--- config.mk ---
export PLATFORM = sky130hd
export DESIGN_NAME = fb_scan_addr
export DESIGN_NICKNAME = d
export VERILOG_FILES = /design/src/rtl/fb_scan_pkg.sv /design/src/rtl/fb_scan_datapath.sv /design/src/rtl/fb_scan_control.sv /design/src/rtl/fb_scan_addr.sv
export SDC_FILE = /design/constraint.sdc
export NUM_CORES = 2
export LEC_CHECK = 0
export ABC_AREA = 1
export BUFFER_PORTS_ARGS = -buffer_cell sky130_fd_sc_hd__buf_2
export CAP_MARGIN = 20
export CORE_MARGIN = 2
export CORE_UTILIZATION = 45
export CTS_BUF_LIST = sky130_fd_sc_hd__clkbuf_2
export DETAILED_ROUTE_END_ITERATION = 12
export GPL_ROUTABILITY_DRIVEN = 0
export GPL_TIMING_DRIVEN = 0
export PLACE_DENSITY = 0.69
export SYNTH_ARGS = -nofsm -noshare
export SYNTH_HDL_FRONTEND = slang
export SYNTH_SLANG_ARGS = --single-unit
--- constraint.sdc ---
create_clock -name clk -period 6.42 [get_ports clk]
set_input_delay 0 -clock clk [delete_from_list [all_inputs] [get_ports clk]]
set_output_delay 0 -clock clk [all_outputs]
set_load 0.1 [all_outputs]
--- src/rtl/fb_scan_pkg.sv ---
package fb_scan_pkg;
  localparam int NBUF = 2;

  typedef enum logic [2:0] {
    ST_IDLE,
    ST_MUL,
    ST_SUM,
    ST_FIN,
    ST_APPLY
  } calcState_t;

  // strobes from control to datapath
  typedef struct packed {
    logic            latchReq;
    logic            doMul;
    logic            doSum;
    logic            doFin;
    logic            commit;
    logic            writeBoth;
    logic [NBUF-1:0] loadPair;
  } dpCtrl_t;
endpackage

--- src/rtl/fb_scan_datapath.sv ---
module fb_scan_datapath
  import fb_scan_pkg::*;
#(
  parameter int AW   = 32,
  parameter int DW   = 16,
  parameter int BPPW = 6
) (
  input  logic                     clk,
  input  logic                     rstN,
  input  dpCtrl_t                  ctl,
  input  logic [AW-1:0]            reqBufAddr,
  input  logic [AW-1:0]            reqOffset,
  input  logic [DW-1:0]            reqPitch,
  input  logic [DW-1:0]            reqX,
  input  logic [DW-1:0]            reqY,
  input  logic [BPPW-1:0]          reqBpp,
  input  logic [DW-1:0]            reqLines,
  output logic [NBUF-1:0][AW-1:0]  baseOut,
  output logic [NBUF-1:0][AW-1:0]  ceilOut
);
  localparam int BYW = BPPW - 3;

  logic [AW-1:0]  rBufAddr, rOffset;
  logic [DW-1:0]  rPitch, rX, rY, rLines;
  logic [BYW-1:0] rBytes;
  logic [AW-1:0]  yProd, xProd, lProd;
  logic [AW-1:0]  calcStart, calcEnd;
  logic [AW-1:0]  pendStart, pendEnd;

  // request capture
  always_ff @(posedge clk or negedge rstN) begin
    if (!rstN) begin
      rBufAddr <= '0;
      rOffset  <= '0;
      rPitch   <= '0;
      rX       <= '0;
      rY       <= '0;
      rLines   <= '0;
      rBytes   <= '0;
    end else if (ctl.latchReq) begin
      rBufAddr <= reqBufAddr;
      rOffset  <= reqOffset;
      rPitch   <= reqPitch;
      rX       <= reqX;
      rY       <= reqY;
      rLines   <= reqLines;
      rBytes   <= reqBpp[BPPW-1:3];
    end
  end

  // staged arithmetic: products, then start, then end
  always_ff @(posedge clk or negedge rstN) begin
    if (!rstN) begin
      yProd     <= '0;
      xProd     <= '0;
      lProd     <= '0;
      calcStart <= '0;
      calcEnd   <= '0;
    end else begin
      if (ctl.doMul) begin
        yProd <= AW'(rY) * AW'(rPitch);
        xProd <= AW'(rX) * AW'(rBytes);
        lProd <= AW'(rLines) * AW'(rPitch);
      end
      if (ctl.doSum) calcStart <= rBufAddr + rOffset + yProd + xProd;
      if (ctl.doFin) calcEnd   <= calcStart + lProd;
    end
  end

  // pending window, retired per slot later
  always_ff @(posedge clk or negedge rstN) begin
    if (!rstN) begin
      pendStart <= '0;
      pendEnd   <= '0;
    end else if (ctl.commit) begin
      pendStart <= calcStart;
      pendEnd   <= calcEnd;
    end
  end

  for (genvar n = 0; n < NBUF; n++) begin : g_pair
    logic [AW-1:0] bReg, cReg;
    always_ff @(posedge clk or negedge rstN) begin
      if (!rstN) begin
        bReg <= '0;
        cReg <= '0;
      end else if (ctl.writeBoth) begin
        bReg <= calcStart;
        cReg <= calcEnd;
      end else if (ctl.loadPair[n]) begin
        bReg <= pendStart;
        cReg <= pendEnd;
      end
    end
    assign baseOut[n] = bReg;
    assign ceilOut[n] = cReg;

    AST_CEIL_NOT_BELOW: assert property (@(posedge clk) disable iff (!rstN)
      ctl.loadPair[n] && !ctl.writeBoth && (pendEnd >= pendStart)
      |=> (cReg >= bReg));
  end
endmodule

--- src/rtl/fb_scan_control.sv ---
module fb_scan_control
  import fb_scan_pkg::*;
(
  input  logic    clk,
  input  logic    rstN,
  input  logic    reqValid,
  input  logic    reqIsFlip,
  input  logic    dispOn,
  input  logic    eof0,
  input  logic    eof1,
  input  logic    syncLost,
  input  logic    fifoUnder,
  output dpCtrl_t ctl,
  output logic    busy,
  output logic    flipDone,
  output logic    reqBusyReject,
  output logic    rasterStop,
  output logic    statusClear,
  output logic    rasterStart
);
  calcState_t      state, stateNxt;
  logic [NBUF-1:0] dirty;
  logic [NBUF-1:0] eofVec;
  logic            eventPending;
  logic            errNow;
  logic            rejectNow;
  logic            anyEof;
  logic            setDirty;

  assign eofVec    = {eof1, eof0};
  assign anyEof    = |eofVec;
  assign errNow    = syncLost && fifoUnder;
  assign rejectNow = reqValid && reqIsFlip && eventPending;
  assign setDirty  = (state == ST_APPLY) && dispOn;

  always_comb begin
    stateNxt = state;
    ctl      = '0;
    case (state)
      ST_IDLE: if (reqValid && !rejectNow) begin
        ctl.latchReq = 1'b1;
        stateNxt     = ST_MUL;
      end
      ST_MUL:  begin ctl.doMul = 1'b1; stateNxt = ST_SUM; end
      ST_SUM:  begin ctl.doSum = 1'b1; stateNxt = ST_FIN; end
      ST_FIN:  begin ctl.doFin = 1'b1; stateNxt = ST_APPLY; end
      ST_APPLY: begin
        ctl.commit    = 1'b1;
        ctl.writeBoth = !dispOn;
        stateNxt      = ST_IDLE;
      end
      default: stateNxt = ST_IDLE;
    endcase
    ctl.loadPair = errNow ? '0 : (dirty & eofVec);
  end

  always_ff @(posedge clk or negedge rstN) begin
    if (!rstN) begin
      state         <= ST_IDLE;
      dirty         <= '0;
      eventPending  <= 1'b0;
      flipDone      <= 1'b0;
      reqBusyReject <= 1'b0;
      rasterStop    <= 1'b0;
      statusClear   <= 1'b0;
      rasterStart   <= 1'b0;
    end else begin
      state         <= stateNxt;
      reqBusyReject <= rejectNow;
      rasterStop    <= errNow;
      statusClear   <= errNow;
      rasterStart   <= rasterStop;
      // a fresh window outranks a retirement in the same cycle
      if (setDirty) dirty <= '1;
      else          dirty <= dirty & ~ctl.loadPair;
      flipDone <= 1'b0;
      if (ctl.latchReq && reqIsFlip) begin
        eventPending <= 1'b1;
      end else if (eventPending && anyEof && !errNow) begin
        eventPending <= 1'b0;
        flipDone     <= 1'b1;
      end
    end
  end

  assign busy = |dirty;

  AST_RESTART_FOLLOWS: assert property (@(posedge clk) disable iff (!rstN)
    rasterStop |=> rasterStart);
  AST_FLIP_SINGLE: assert property (@(posedge clk) disable iff (!rstN)
    flipDone |=> !flipDone);
  AST_REJECT_CAUSE: assert property (@(posedge clk) disable iff (!rstN)
    reqBusyReject |-> $past(reqValid && reqIsFlip));
  AST_BUSY_DROP: assert property (@(posedge clk) disable iff (!rstN)
    $fell(busy) |-> $past(anyEof && !errNow));
endmodule

--- src/rtl/fb_scan_addr.sv ---
module fb_scan_addr
  import fb_scan_pkg::*;
#(
  parameter int AW   = 32,
  parameter int DW   = 16,
  parameter int BPPW = 6
) (
  input  logic            clk,
  input  logic            rstN,
  input  logic            reqValid,
  input  logic            reqIsFlip,
  input  logic [AW-1:0]   reqBufAddr,
  input  logic [AW-1:0]   reqOffset,
  input  logic [DW-1:0]   reqPitch,
  input  logic [DW-1:0]   reqX,
  input  logic [DW-1:0]   reqY,
  input  logic [BPPW-1:0] reqBpp,
  input  logic [DW-1:0]   reqLines,
  input  logic            dispOn,
  input  logic            eof0,
  input  logic            eof1,
  input  logic            syncLost,
  input  logic            fifoUnder,
  output logic [AW-1:0]   base0,
  output logic [AW-1:0]   ceil0,
  output logic [AW-1:0]   base1,
  output logic [AW-1:0]   ceil1,
  output logic            busy,
  output logic            flipDone,
  output logic            reqBusyReject,
  output logic            rasterStop,
  output logic            statusClear,
  output logic            rasterStart
);
  dpCtrl_t                 ctl;
  logic [NBUF-1:0][AW-1:0] baseOut, ceilOut;

  fb_scan_control u_ctrl (
    .clk(clk), .rstN(rstN), .reqValid(reqValid), .reqIsFlip(reqIsFlip),
    .dispOn(dispOn), .eof0(eof0), .eof1(eof1), .syncLost(syncLost),
    .fifoUnder(fifoUnder), .ctl(ctl), .busy(busy), .flipDone(flipDone),
    .reqBusyReject(reqBusyReject), .rasterStop(rasterStop),
    .statusClear(statusClear), .rasterStart(rasterStart)
  );

  fb_scan_datapath #(.AW(AW), .DW(DW), .BPPW(BPPW)) u_dp (
    .clk(clk), .rstN(rstN), .ctl(ctl), .reqBufAddr(reqBufAddr),
    .reqOffset(reqOffset), .reqPitch(reqPitch), .reqX(reqX), .reqY(reqY),
    .reqBpp(reqBpp), .reqLines(reqLines), .baseOut(baseOut), .ceilOut(ceilOut)
  );

  assign base0 = baseOut[0];
  assign ceil0 = ceilOut[0];
  assign base1 = baseOut[1];
  assign ceil1 = ceilOut[1];

  AST_HOLD_ON_ERR: assert property (@(posedge clk) disable iff (!rstN)
    syncLost && fifoUnder && dispOn
    |=> $stable(base0) && $stable(ceil0) && $stable(base1) && $stable(ceil1));
endmodule

# Word level (Yosys, flattened, before mapping)

Index checks and enable logic that the tools add are counted.

Input bits: 143
Bits in registers: 480
Logic and storage cells: 79
Output and inout port bits: 134

Multipliers: 3
Bitwise operators: 3
Reduce and logical (&&, ||, !) cells: 17
Multiplexer cells: 22
$add $sub $neg: 4
Equality and inequality tests: 5

Operators with widths:

| cell               | count |
|---|---|
| $mux 32            | 8 |
| $add 32x32->32     | 3 |
| $mul 16x16->32     | 2 |
| $add 32x19->32     | 1 |
| $mul 16x3->19      | 1 |
| $pmux 3 s4         | 1 |
| $mux 1             | 9 |
| $logic_and 1x1->1  | 8 |
| $eq 3x2->1 const B | 2 |
| $mux 2             | 3 |
| $reduce_bool 2->1  | 3 |
| $and 2x2->2        | 2 |
| $reduce_or 2->1    | 2 |
| $eq 3x1->1 const B | 1 |
| $eq 3x3->1 const B | 1 |
| $logic_not 1->1    | 3 |
| $logic_not 3->1    | 1 |
| $mux 3             | 1 |
| $ne 2x1->1 const B | 1 |
| $not 2->2          | 1 |

# Depth between registers and ports, before layout

Depth in word-level cells: 8
Depth in mapped cells: 26
Mapped depth without buffers: 24

# Hierarchy

From an unflattened synthesis, not the netlist that was laid out.

Cell total of the unflattened synthesis: 5527
Area, all modules: 44706.6 sq um

Modules (own cells, without submodules):

| module           | cells an instance | instances | area each (sq um) |
|---|---|---|---|
| fb_scan_datapath | 5475              | 1         | 44261.2 |
| fb_scan_control  | 52                | 1         | 445.4 |

# Worst setup path after synthesis

Ideal clock, no wire load.

Path kind: register to register
Start point: register u_dp.rY[7]
End point: register u_dp.yProd[26]
Clock period less this slack: 5.287 ns
Data required time: 6.302 ns
Stages on the path, launching flop included: 25
Path slack: 1.133 ns
Library setup time: 0.118 ns
Data arrival time: 5.169 ns
Path through: dfrtp_1 clkbuf_1 clkbuf_1 nand2_1 fa_1 inv_1 fa_1 inv_1 fa_1 inv_1 fa_1 fa_1 inv_1 fa_1 inv_1 ha_1 nand2_1 nor2_1 inv_1 o21bai_1 nand2_1 nand3_1 nand2_1 nand3_1 nand2_1

Cells in the longest elaborated chain, start to end: 1

Ends and longest elaborated chain:

| what                   | line                   | text |
|---|---|---|
| start, declared        | fb_scan_datapath.sv:24 | `logic [DW-1:0] rPitch, rX, rY, rLines;` |
| start signal, assigned | fb_scan_datapath.sv:45 | `rY <= reqY;` |
| $mul 16x16->32         | fb_scan_datapath.sv:61 | `yProd <= AW'(rY) * AW'(rPitch);` |
| end signal, assigned   | fb_scan_datapath.sv:61 |  |
| end, declared          | fb_scan_datapath.sv:26 | `logic [AW-1:0] yProd, xProd, lProd;` |

No other way between the ends.
A chain may end at the register's enable or synchronous reset.

# Final worst setup path

Start point: register u_dp.rPitch[14]
End point: register u_dp.yProd[29]

Cells in the longest elaborated chain, start to end: 1

Ends and longest elaborated chain:

| what                   | line                   | text |
|---|---|---|
| start, declared        | fb_scan_datapath.sv:24 |  |
| start signal, assigned | fb_scan_datapath.sv:43 | `rPitch <= reqPitch;` |
| $mul 16x16->32         | fb_scan_datapath.sv:61 |  |

No other way between the ends.

==> qor.yml <==
outcome: "finished clean"
setup_viol_count_final: 0
yosysWarnings: 0
rr_worst_depth: 22
synth_nets: 6579
dp_slack_ps: -32.8
vias: 40200
end_kind: "register"
routed_wl_mm: 144
fin_skew_ps: 172
wl_per_cell_um: 18.3
fmax_mhz: 159
cap_viol_max_count: 0
path_class: "register to register"
finalNetCount: 7397
rows: 115
syn2layout_area_growth_pct: 19.1
ys_seq_area_share_pct: 27.0
async_flop_share_pct: 100
cp_common_cell: "nand2_1"
cts_tree: "yes"
crit_fanout: 10
cts_buffers: 133
critPathBufInv: 5
overflow: 0
worst_hold_startpoint: "reqValid"
critPathArrivalTime_ps: 7530
synth-main-ff-cell: "dfrtp_1"
synth_cell_types: 41
cts-root-buf: "clkbuf_2"
syn_area_um2: 44500
cts_sinks: 480
clk_latency_ps: 1460
initial_core_util_pct: 45.3
fin_ws_ps: 121
grt_pass1_wl_mm: 226
hold_viol: 0
ant_nets: 0
min_path_type: "input pin to register"
period_minus_slack_ps: 6300
ys_ff_latch: 480
post_cts_buffers: 0
grt_pass1_vias: 41200
place.detailed.hpwl_mm: 107
slew_viol_final: 0
cp_top_family: "adder cells"
port_buffers: 273
vias_per_cell: 5.10
cp_cell_sequence: "clkbuf_1 -> clkbuf_2 -> nand2_1 -> inv_1 -> fa_1 -> fa_1 -> fa_1 -> fa_1 -> fa_1 -> inv_1 -> fa_1 -> inv_1 -> ha_1 -> nand2_1 -> nor2_1 -> nand2_1 -> nor2_1 -> nand2_1 -> nand2_1 -> nand2_1 -> nand3_1 -> nand2_1"
yosysTopAreaCellShare_pct: 27.0
antenna_found_initial: 13
crit_required_ps: 7650
drtPass1Iterations: 6
critPathSlowestCell: "clkbuf_1"
rr_endpoint: "u_dp.yProd[29]"
slew_headroom_pct: 34.3
boundaryPins: 277
final_cell_mix: "1813 x nand2_1, 1228 x inv_1, 479 x dfrtp_1, 454 x fa_1, 420 x dlygate4sd3_1"
hold_end: "u_ctrl.state[0]"
core_area_um2: 98300
tightest_slew_ps: 986
min_path_cells: 7
syn_inst: 5682
fp.dieH_um: 319
die_x_um: 319
clkTransAtPathRegs_ps: 100
drive_above_1_share_pct: 11.4
htree_levels: 4
cp-start-kind: "register"
route.detailed.drc: 0
grt_max_degree: 121
fin_crit_sh_pct: 98.1
drt_iter0_markers: 3309
layout_commonest_cell: "nand2_1"
r2r_start: "u_dp.rPitch[14]"
yosys-top-cells-area: "dfrtp_1 27%, fa_1 20%, nand2_1 15%, inv_1 10%, ha_1 8.4%"
grtUsageTotal_pct: 28.8
reg2reg_setup_slack_ps: 120
yosysTopAreaCell: "dfrtp_1"
fin_util_pct: 54.0
critical-path-max-stage-delay_ps: 610
clockBufferDepth: 3
synth_area_per_cell_um2: 7.84
synth-edff-count: 0
die_area_um2: 102000
==> worst max-delay path by stage <==
stage | from | endpoint | depth (start not counted)
2_1_floorplan | u_dp.rY[7] | u_dp.yProd[26] | 24
3_3_place_gp | rstN | u_dp.g_pair[0].cReg[27] | 1
3_5_place_dp | u_dp.rY[15] | u_dp.yProd[26] | 22
4_1_cts | u_dp.rY[10] | u_dp.yProd[29] | 22
5_1_grt | u_dp.rPitch[10] | u_dp.yProd[29] | 24
6_report | u_dp.rPitch[14] | u_dp.yProd[29] | 22
==> metrics by stage <==
stage | instance area, um^2 | TNS, ps | std cells | hold WS [ps]
global route | 53000 | -9.40 | 7871 | 137
floorplan | 44500 | 0 | 5682 | -296
detailed placement | 47600 | -32.8 | 7246 | 15.8
CTS | 53000 | 0 | 7879 | 43.5
finish | 53000 | 0 | 7874 | 163
global placement | 47500 | -2146570 | 7242 | 231
==> cell families (layout without fill, tap and decap cells) <==
| kind of cell | count (synthesis) | in the layout | synth area share (%) |
|---|---|---|---|
| and+or+nand+nor | 2310 | 2310 | 20.4 |
| buffers and inverters | 1471 | 2366 | 13.1 |
| adders and majority gates | 754 | 754 | 28.8 |
| DFF | 480 | 480 | 27.0 |
| AOI/OAI and AO/OA | 473 | 473 | 5.48 |
| muxes | 131 | 131 | 3.98 |
| xor gates and xnor gates | 63 | 63 | 1.24 |
| other | 0 | 10 | 0 |
==> cells in the mapped netlist, types with 2 or more instances <==
cell,n
nand2_1,1813
inv_1,1228
dfrtp_1,480
fa_1,454
ha_1,300
nor2_1,234
nand3_1,210
clkbuf_1,169
a21oi_1,165
o21ai_0,153
o21ai_1,124
mux2_4,79
xnor2_1,55
mux2_2,52
buf_2,30
o21bai_1,18
buf_4,17
nand4_1,17
nand3b_1,13
buf_12,9
inv_2,9
nor3_1,8
xor2_1,8
buf_6,6
nor2_2,4
or2_2,4
a21o_1,3
buf_1,3
o22ai_1,3
and2_1,2
o211ai_1,2
==> flip-flops by register name, indices dropped and copies added (netlist names), 16 cells and up <==
signal,flops
u_dp.yProd,32
u_dp.rY,16
u_dp.rOffset,32
u_dp.rBufAddr,32
u_dp.pendStart,32
u_dp.g_pair.bReg,64
u_dp.rLines,16
u_dp.rPitch,16
u_dp.rX,16
u_dp.calcStart,32
u_dp.xProd,19
u_dp.pendEnd,32
u_dp.calcEnd,32
u_dp.lProd,32
u_dp.g_pair.cReg,64
==> cell type report <==
class,count,area [um^2]
Timing Repair Buffer,698,5720
Clock inverter,32,215
Inverter,1237,4640
Tap cell,1287,1610
Antenna cell,10,25.0
Sequential cell,480,12000
Fill cell,9002,45300
Buffer,219,1190
Multi-Input combinational cell,3731,26700
Clock buffer,180,901
==> worst register-to-register path: stages (launching register included) <==
cell and delay [ps]:
dfrtp_1 330, clkbuf_1 610, clkbuf_2 490, nand2_1 100, inv_1 90, fa_1 450, fa_1 490, fa_1 580
fa_1 450, fa_1 500, inv_1 50, fa_1 550, inv_1 60, ha_1 380, nand2_1 120, nor2_1 250
nand2_1 100, nor2_1 100, nand2_1 80, nand2_1 80, nand2_1 50, nand3_1 150, nand2_1 70
==> what timing repair did <==
| item | 4_1_cts | 5_1_grt |
|---|---|---|
| endpoints found under the hold margin | 569 | 0 |
| pin swaps | 0 | 0 |
| setup endpoints to repair | 3 | 40 |
| hold buffers | 421 | 0 |
| resized for setup | 2 | 119 |
==> metal layers <==
layer | GRT usage [%] | routed length [um]
met1 | 35.3 | 56400
met2 | 46.5 | 65800
met3 | 6.68 | 12200
met4 | 16.9 | 9640
met5 | 0 | 135
Power is left out: the tool's default activity adds up to more than one toggle a clock period on the data nets, which glitch-free logic cannot reach.
